File: config.mk
export PLATFORM = sky130hd
export DESIGN_NAME = uqx_unit
export DESIGN_NICKNAME = d
export VERILOG_FILES = /design/src/rtl/uqx_pkg.sv /design/src/rtl/uqx_rst_sync.sv /design/src/rtl/uqx_seq.sv /design/src/rtl/uqx_extract.sv /design/src/rtl/uqx_unit.sv
export SDC_FILE = /design/constraint.sdc
export NUM_CORES = 1
export LEC_CHECK = 0
export BUFFER_PORTS_ARGS = -buffer_cell sky130_fd_sc_hd__buf_2
export CORE_ASPECT_RATIO = 0.9
export CORE_MARGIN = 1.5
export CORE_UTILIZATION = 50
export CTS_BUF_LIST = sky130_fd_sc_hd__clkbuf_16
export CTS_CLUSTER_SIZE = 28
export DETAILED_ROUTE_END_ITERATION = 16
export PLACE_DENSITY = 0.75
export SLEW_MARGIN = 20
export SYNTH_ARGS = -nofsm -noshare
export SYNTH_HDL_FRONTEND = slang
export SYNTH_SLANG_ARGS = --single-unit
File: constraint.sdc
create_clock -name clk -period 7.2 [get_ports clk]
set_clock_uncertainty 0.2 [all_clocks]
set_input_delay 1.44 -clock clk [delete_from_list [all_inputs] [get_ports clk]]
set_output_delay 1.44 -clock clk [all_outputs]
set_load 0.02 [all_outputs]
File: src/rtl/uqx_pkg.sv
package uqx_pkg;
  typedef enum logic [1:0] {
    ST_IDLE    = 2'd0,
    ST_READ_LO = 2'd1,
    ST_READ_HI = 2'd2,
    ST_DONE    = 2'd3
  } uqx_state_e;
endpackage

File: src/rtl/uqx_rst_sync.sv
module uqx_rst_sync #(
  parameter int STAGES = 2
) (
  input  logic clk,
  input  logic rst_n_in,
  output logic rst_n_out
);
  logic [STAGES-1:0] sync_q;

  always_ff @(posedge clk or negedge rst_n_in) begin
    if (!rst_n_in) sync_q <= '0;
    else           sync_q <= {sync_q[STAGES-2:0], 1'b1};
  end

  assign rst_n_out = sync_q[STAGES-1];
endmodule

File: src/rtl/uqx_seq.sv
module uqx_seq
  import uqx_pkg::*;
(
  input  logic clk,
  input  logic rst_n,
  input  logic req_valid,
  input  logic rd_valid,
  output logic accept,
  output logic busy,
  output logic rd_en,
  output logic hi_phase,
  output logic cap_lo,
  output logic cap_res,
  output logic res_valid
);
  uqx_state_e state_q, state_d;

  always_comb begin
    state_d = state_q;
    unique case (state_q)
      ST_IDLE:    if (req_valid) state_d = ST_READ_LO;
      ST_READ_LO: if (rd_valid)  state_d = ST_READ_HI;
      ST_READ_HI: if (rd_valid)  state_d = ST_DONE;
      ST_DONE:                   state_d = ST_IDLE;
      default:                   state_d = ST_IDLE;
    endcase
  end

  always_ff @(posedge clk or negedge rst_n) begin
    if (!rst_n) state_q <= ST_IDLE;
    else        state_q <= state_d;
  end

  assign busy      = (state_q != ST_IDLE);
  assign accept    = (state_q == ST_IDLE) && req_valid;
  assign rd_en     = (state_q == ST_READ_LO) || (state_q == ST_READ_HI);
  assign hi_phase  = (state_q == ST_READ_HI);
  assign cap_lo    = (state_q == ST_READ_LO) && rd_valid;
  assign cap_res   = (state_q == ST_READ_HI) && rd_valid;
  assign res_valid = (state_q == ST_DONE);

  // strobe lasts one cycle
  assert_res_pulse_R7: assert property (@(posedge clk) disable iff (!rst_n)
    res_valid |=> !res_valid);

  // every answered low read is followed by a high-phase read
  assert_hi_follows_R3: assert property (@(posedge clk) disable iff (!rst_n)
    cap_lo |=> (rd_en && hi_phase));
endmodule

File: src/rtl/uqx_extract.sv
module uqx_extract #(
  parameter int DATA_W    = 64,
  parameter bit HIGH_SIDE = 1'b0,
  localparam int BYTES    = DATA_W / 8,
  localparam int OFF_W    = $clog2(BYTES)
) (
  input  logic [DATA_W-1:0] word,
  input  logic [OFF_W-1:0]  off,
  output logic [DATA_W-1:0] part
);
  generate
    if (!HIGH_SIDE) begin : g_low
      logic [OFF_W+2:0] sh_lo;
      assign sh_lo = {off, 3'b000};
      assign part  = word >> sh_lo;
    end else begin : g_high
      logic [OFF_W:0]   fill;
      logic [OFF_W+3:0] sh_hi;
      assign fill  = (OFF_W+1)'(BYTES) - {1'b0, off};
      assign sh_hi = {fill, 3'b000};
      assign part  = (off == '0) ? '0 : (word << sh_hi);
    end
  endgenerate
endmodule

File: src/rtl/uqx_unit.sv
module uqx_unit #(
  parameter int ADDR_W = 64,
  parameter int DATA_W = 64
) (
  input  logic              clk,
  input  logic              rst_n,
  input  logic              req_valid,
  input  logic [ADDR_W-1:0] req_addr,
  output logic              mem_rd_en,
  output logic [ADDR_W-1:0] mem_rd_addr,
  input  logic              mem_rd_valid,
  input  logic [DATA_W-1:0] mem_rd_data,
  output logic              res_valid,
  output logic [DATA_W-1:0] res_data
);
  localparam int BYTES = DATA_W / 8;
  localparam int OFF_W = $clog2(BYTES);

  logic rst_sync_n;
  logic accept, busy, hi_phase, cap_lo, cap_res;
  logic [ADDR_W-1:0] addr_q, addr_d, addr_far;
  logic [DATA_W-1:0] lo_q, lo_d, res_q, res_d;
  logic [DATA_W-1:0] lo_part, hi_part;
  logic [OFF_W-1:0]  off;

  uqx_rst_sync #(.STAGES(2)) i_rst_sync (
    .clk(clk), .rst_n_in(rst_n), .rst_n_out(rst_sync_n)
  );

  uqx_seq i_seq (
    .clk(clk), .rst_n(rst_sync_n), .req_valid(req_valid),
    .rd_valid(mem_rd_valid), .accept(accept), .busy(busy),
    .rd_en(mem_rd_en), .hi_phase(hi_phase), .cap_lo(cap_lo),
    .cap_res(cap_res), .res_valid(res_valid)
  );

  assign off      = addr_q[OFF_W-1:0];
  assign addr_far = addr_q + ADDR_W'(BYTES - 1);

  always_comb begin
    if (hi_phase) mem_rd_addr = {addr_far[ADDR_W-1:OFF_W], {OFF_W{1'b0}}};
    else          mem_rd_addr = {addr_q[ADDR_W-1:OFF_W],   {OFF_W{1'b0}}};
  end

  uqx_extract #(.DATA_W(DATA_W), .HIGH_SIDE(1'b0)) i_ext_lo (
    .word(lo_q), .off(off), .part(lo_part)
  );
  uqx_extract #(.DATA_W(DATA_W), .HIGH_SIDE(1'b1)) i_ext_hi (
    .word(mem_rd_data), .off(off), .part(hi_part)
  );

  always_comb begin
    addr_d = addr_q;
    lo_d   = lo_q;
    res_d  = res_q;
    if (accept)  addr_d = req_addr;
    if (cap_lo)  lo_d   = mem_rd_data;
    if (cap_res) res_d  = lo_part | hi_part;
  end

  always_ff @(posedge clk or negedge rst_sync_n) begin
    if (!rst_sync_n) begin
      addr_q <= '0;
      lo_q   <= '0;
      res_q  <= '0;
    end else begin
      addr_q <= addr_d;
      lo_q   <= lo_d;
      res_q  <= res_d;
    end
  end

  assign res_data = res_q;

  // reads are aligned
  assert_rd_aligned_R2: assert property (@(posedge clk) disable iff (!rst_sync_n)
    mem_rd_en |-> (mem_rd_addr[OFF_W-1:0] == '0));

  // request held stable until answered
  assert_rd_hold_R2: assert property (@(posedge clk) disable iff (!rst_sync_n)
    (mem_rd_en && !mem_rd_valid) |=> (mem_rd_en && $stable(mem_rd_addr)));

  // a request while busy leaves the captured address alone
  assert_ignore_busy_R8: assert property (@(posedge clk) disable iff (!rst_sync_n)
    (busy && req_valid) |=> $stable(addr_q));

  // aligned request passes the word through unchanged
  assert_aligned_pass_R5: assert property (@(posedge clk) disable iff (!rst_sync_n)
    (cap_res && off == '0) |=> (res_data == $past(mem_rd_data)));

  // result held between strobes
  assert_res_hold_R9: assert property (@(posedge clk) disable iff (!rst_sync_n)
    !cap_res |=> $stable(res_data));
endmodule

==> flow_metrics.env <==
export IMPL_cp_num_buf_inv=2
export IMPL_cts_setup_buffers=0
export IMPL_ctsHtreeMaxLevel=4
export IMPL_fin_ws_ns=2.18
export IMPL_fp_dieW_um=164
export IMPL_clkPwrFrac_pct=12.7
export IMPL_fin_crit_sh_pct=69.7
export IMPL_cap_violations=0
export IMPL_core_um2=22700
export IMPL_crit_path_max_incr_delay_ns=0.58
export IMPL_cts_hold_buffers_added=0
export IMPL_dr_total_vias=10363
export IMPL_cts_buffer_depth=2
export IMPL_r2r_cells=6
export IMPL_gp_congestion=0.921
export IMPL_setup_viol=0
export IMPL_worst_pin_slew_ns=1.14
export IMPL_area_growth_pct=18.0
export IMPL_rows=52
export IMPL_synth_seq_cells=196
export IMPL_drt_initial_drc_count=1116
export IMPL_stdcell_area_um2=13800
export IMPL_insertedDiodeCount=0
export IMPL_dpl_hpwl_um=26600
export IMPL_antenna_found_initial=1
export IMPL_ys_warn_count=0
export IMPL_grt_max_degree=127
export IMPL_relSlewSlack_pct=21.8
export IMPL_gr_total_overflow=0
export IMPL_final_hold_viol_count=0
export IMPL_grt_setup_unrepaired="no"
export IMPL_wirelength_um=36900
export IMPL_route_detailed_drc=0
export IMPL_die_y_um=148
export IMPL_dp_slack_ns=2.68
export IMPL_p_sw_share_pct=48.9
export IMPL_track_usage_pct=30.2
export IMPL_ctsResizeCount=0
export IMPL_worstPathCellList="buf_4, nor3_2, nor4_1, nand4_1, nor3_1, xor2_1, buf_2"
export IMPL_dieArea_um2=24300
export IMPL_boundaryPins=262
export IMPL_cp_end_kind="output pin"
export IMPL_clock_latency_ns=0.44
export IMPL_power_frac_comb_pct=58.1
export IMPL_final_cells=1644
export IMPL_initial_core_util_pct=51.6
export IMPL_first_pass_iters=5
export IMPL_wl_per_cell_um=22.4
export IMPL_cp_slowest_cell="nor4_1"
export IMPL_ir_drop_mv=0.315
export IMPL_p_seq_share_pct=29.2
export IMPL_crit_type="reg -> out"
export IMPL_p_int_w=0.00394
export IMPL_ys_flop_type="dfrtp_1"
export IMPL_critPathLaunchType="register"
export IMPL_leakage_nw=5.97
export IMPL_power_switching_w=0.00377
export IMPL_clkSinkCount=196
export IMPL_yosys_cell_types_count=49
export IMPL_post_route_util_pct=60.8
export IMPL_cp_arrival_ns=3.38
export IMPL_critPathTopFamily="simple AND/OR/NAND/NOR gates"
export IMPL_synth_area_per_cell_um2=10.5
export IMPL_grt_pass1_vias=9945
export IMPL_synth_yosys_seq_area_share_pct=41.9
export IMPL_worstPathRequired_ns=5.56
export IMPL_cp_depth=7
export IMPL_drive_gt1_share_pct=37.0
export IMPL_routed_via_density=6.30
export IMPL_synthCells=1120
export IMPL_synth_edff_count=0
export IMPL_fin_nets=1474
export IMPL_fillers=1925
export IMPL_place_area_um2=13200
export IMPL_cts_buffers=17
export IMPL_grt_pass1_wl_um=56200
export IMPL_status="finished, final reports clean"
export IMPL_path_max_fanout=42
export IMPL_drv_slew=0
export IMPL_max_freq_mhz=199
export IMPL_place_inst=1612
export IMPL_power_density_nw_per_um2=558
export IMPL_hold_depth=0
export IMPL_synth_area_um2=11700
export IMPL_hp_class="reg -> reg"
export IMPL_async_flop_share_pct=100
export IMPL_ant_nets=0
export IMPL_fin_crit_ns=5.02
export IMPL_root_buffer="clkbuf_16"
export IMPL_finalSetupTns_ns=0
export IMPL_path_clk_slew_ns=0.08
export IMPL_cts_tree="done"
export IMPL_numPortBuffers=258
area by class of cell:
class | instances | area (um2) | share of cell area, %
Clock buffer | 17 | 425 | 3.08
Clock inverter | 15 | 175 | 1.27
Inverter | 15 | 56.3 | 0.407
Multi-Input combinational cell | 830 | 6450 | 46.7
Sequential cell | 196 | 4910 | 35.6
Tap cell | 297 | 372 | 2.69
Timing Repair Buffer | 274 | 1420 | 10.3
final timing paths:
path,start,end,slack (ns)
worst min register to register,i_rst_sync.sync_q[0],i_rst_sync.sync_q[1],0.16
worst max register to register,addr_q[0],res_data[20],2.98
worst max-delay path,addr_q[2],mem_rd_addr[63],2.18
max in group asynchronous,i_rst_sync.sync_q[1],addr_q[0],5.27
min in group asynchronous,i_rst_sync.sync_q[1],res_data[46],0.26
worst min-delay path,i_rst_sync.sync_q[0],i_rst_sync.sync_q[1],0.16
power groups by stage:
stage / combinational [W] / sequential [W] / clock, W
floorplan: 0.00294 / 0.00230 / 0
global placement: 0.00432 / 0.00222 / 0
detailed placement: 0.00439 / 0.00225 / 0
CTS: 0.00442 / 0.00223 / 0.000995
global route: 0.00477 / 0.00232 / 0.00103
finish: 0.00448 / 0.00225 / 0.000979
synthesized netlist by cell type (10+ instances only):
library cell | n | area, um2
dfrtp_1 | 196 | 4900
o21ai_0 | 25 | 125
nand2_1 | 62 | 233
nor2_1 | 109 | 409
xnor2_1 | 23 | 201
a221oi_1 | 25 | 219
a21oi_1 | 83 | 415
mux4_2 | 30 | 676
nand4_1 | 13 | 81.3
a211oi_1 | 51 | 383
inv_1 | 13 | 48.8
nand3_1 | 22 | 110
mux2i_1 | 54 | 541
nor2b_1 | 29 | 181
mux2_2 | 143 | 1610
xor2_1 | 38 | 333
clkbuf_1 | 62 | 233
o22a_1 | 11 | 96.3
nor3_1 | 36 | 180
buf_2 | 10 | 50.1
layer usage:
metal | vias up | wire length, um | track usage [%]
met5 | - | 13 | 0
met4 | 2 | 1540 | 13.6
met3 | 114 | 3280 | 5.69
met2 | 598 | 17300 | 48.1
met1 | 5088 | 14700 | 40.1
li1 | 4561 | - | -
cells by family after synthesis:
group,synth area share (%)
AOI/OAI and AO/OA,12.8
xor gates and xnor gates,4.56
adders and majority gates,0.855
buffers and inverters,3.35
DFF,41.9
muxes,24.1
other,0.0641
and+or+nand+nor,12.3
sequential cells by signal, summed over array words and instances, names as in the netlist:
signal	flops
res_data	64
i_seq.state_q	2
i_rst_sync.sync_q	2
addr_q	64
lo_q	64
cell usage in the layout (no fill, tap or decap), types with 4 or more instances in the layout:
master and count:
ha_1 7, inv_8 6, nor3_2 5, nor2b_1 29, nand2_1 60, nor4_1 6
nand4_1 13, conb_1 4, nand2b_1 5, nor3_1 33, a2111oi_0 7, buf_4 15
a211oi_1 51, o21ai_0 25, buf_2 258, a221oi_1 25, a21oi_1 83, xnor2_1 23
inv_1 13, a32oi_1 8, mux4_2 30, a22oi_1 4, o22a_1 11, nand3_1 22
xor2_1 38, dfrtp_1 193, nor2_1 109, mux2_2 143, and3_1 4, clkbuf_16 17
mux2i_1 54
through the flow:
| stage | power (W) | hold WS [ns] |
|---|---|---|
| after detailed placement | 0.00664 | 0.136 |
| after global routing | 0.00813 | 0.174 |
| after floorplan | 0.00524 | 0.131 |
| after global placement | 0.00654 | 0.139 |
| after CTS | 0.00764 | 0.165 |
| final | 0.00771 | 0.163 |
Note: power is estimated with default switching activity, not from simulation.
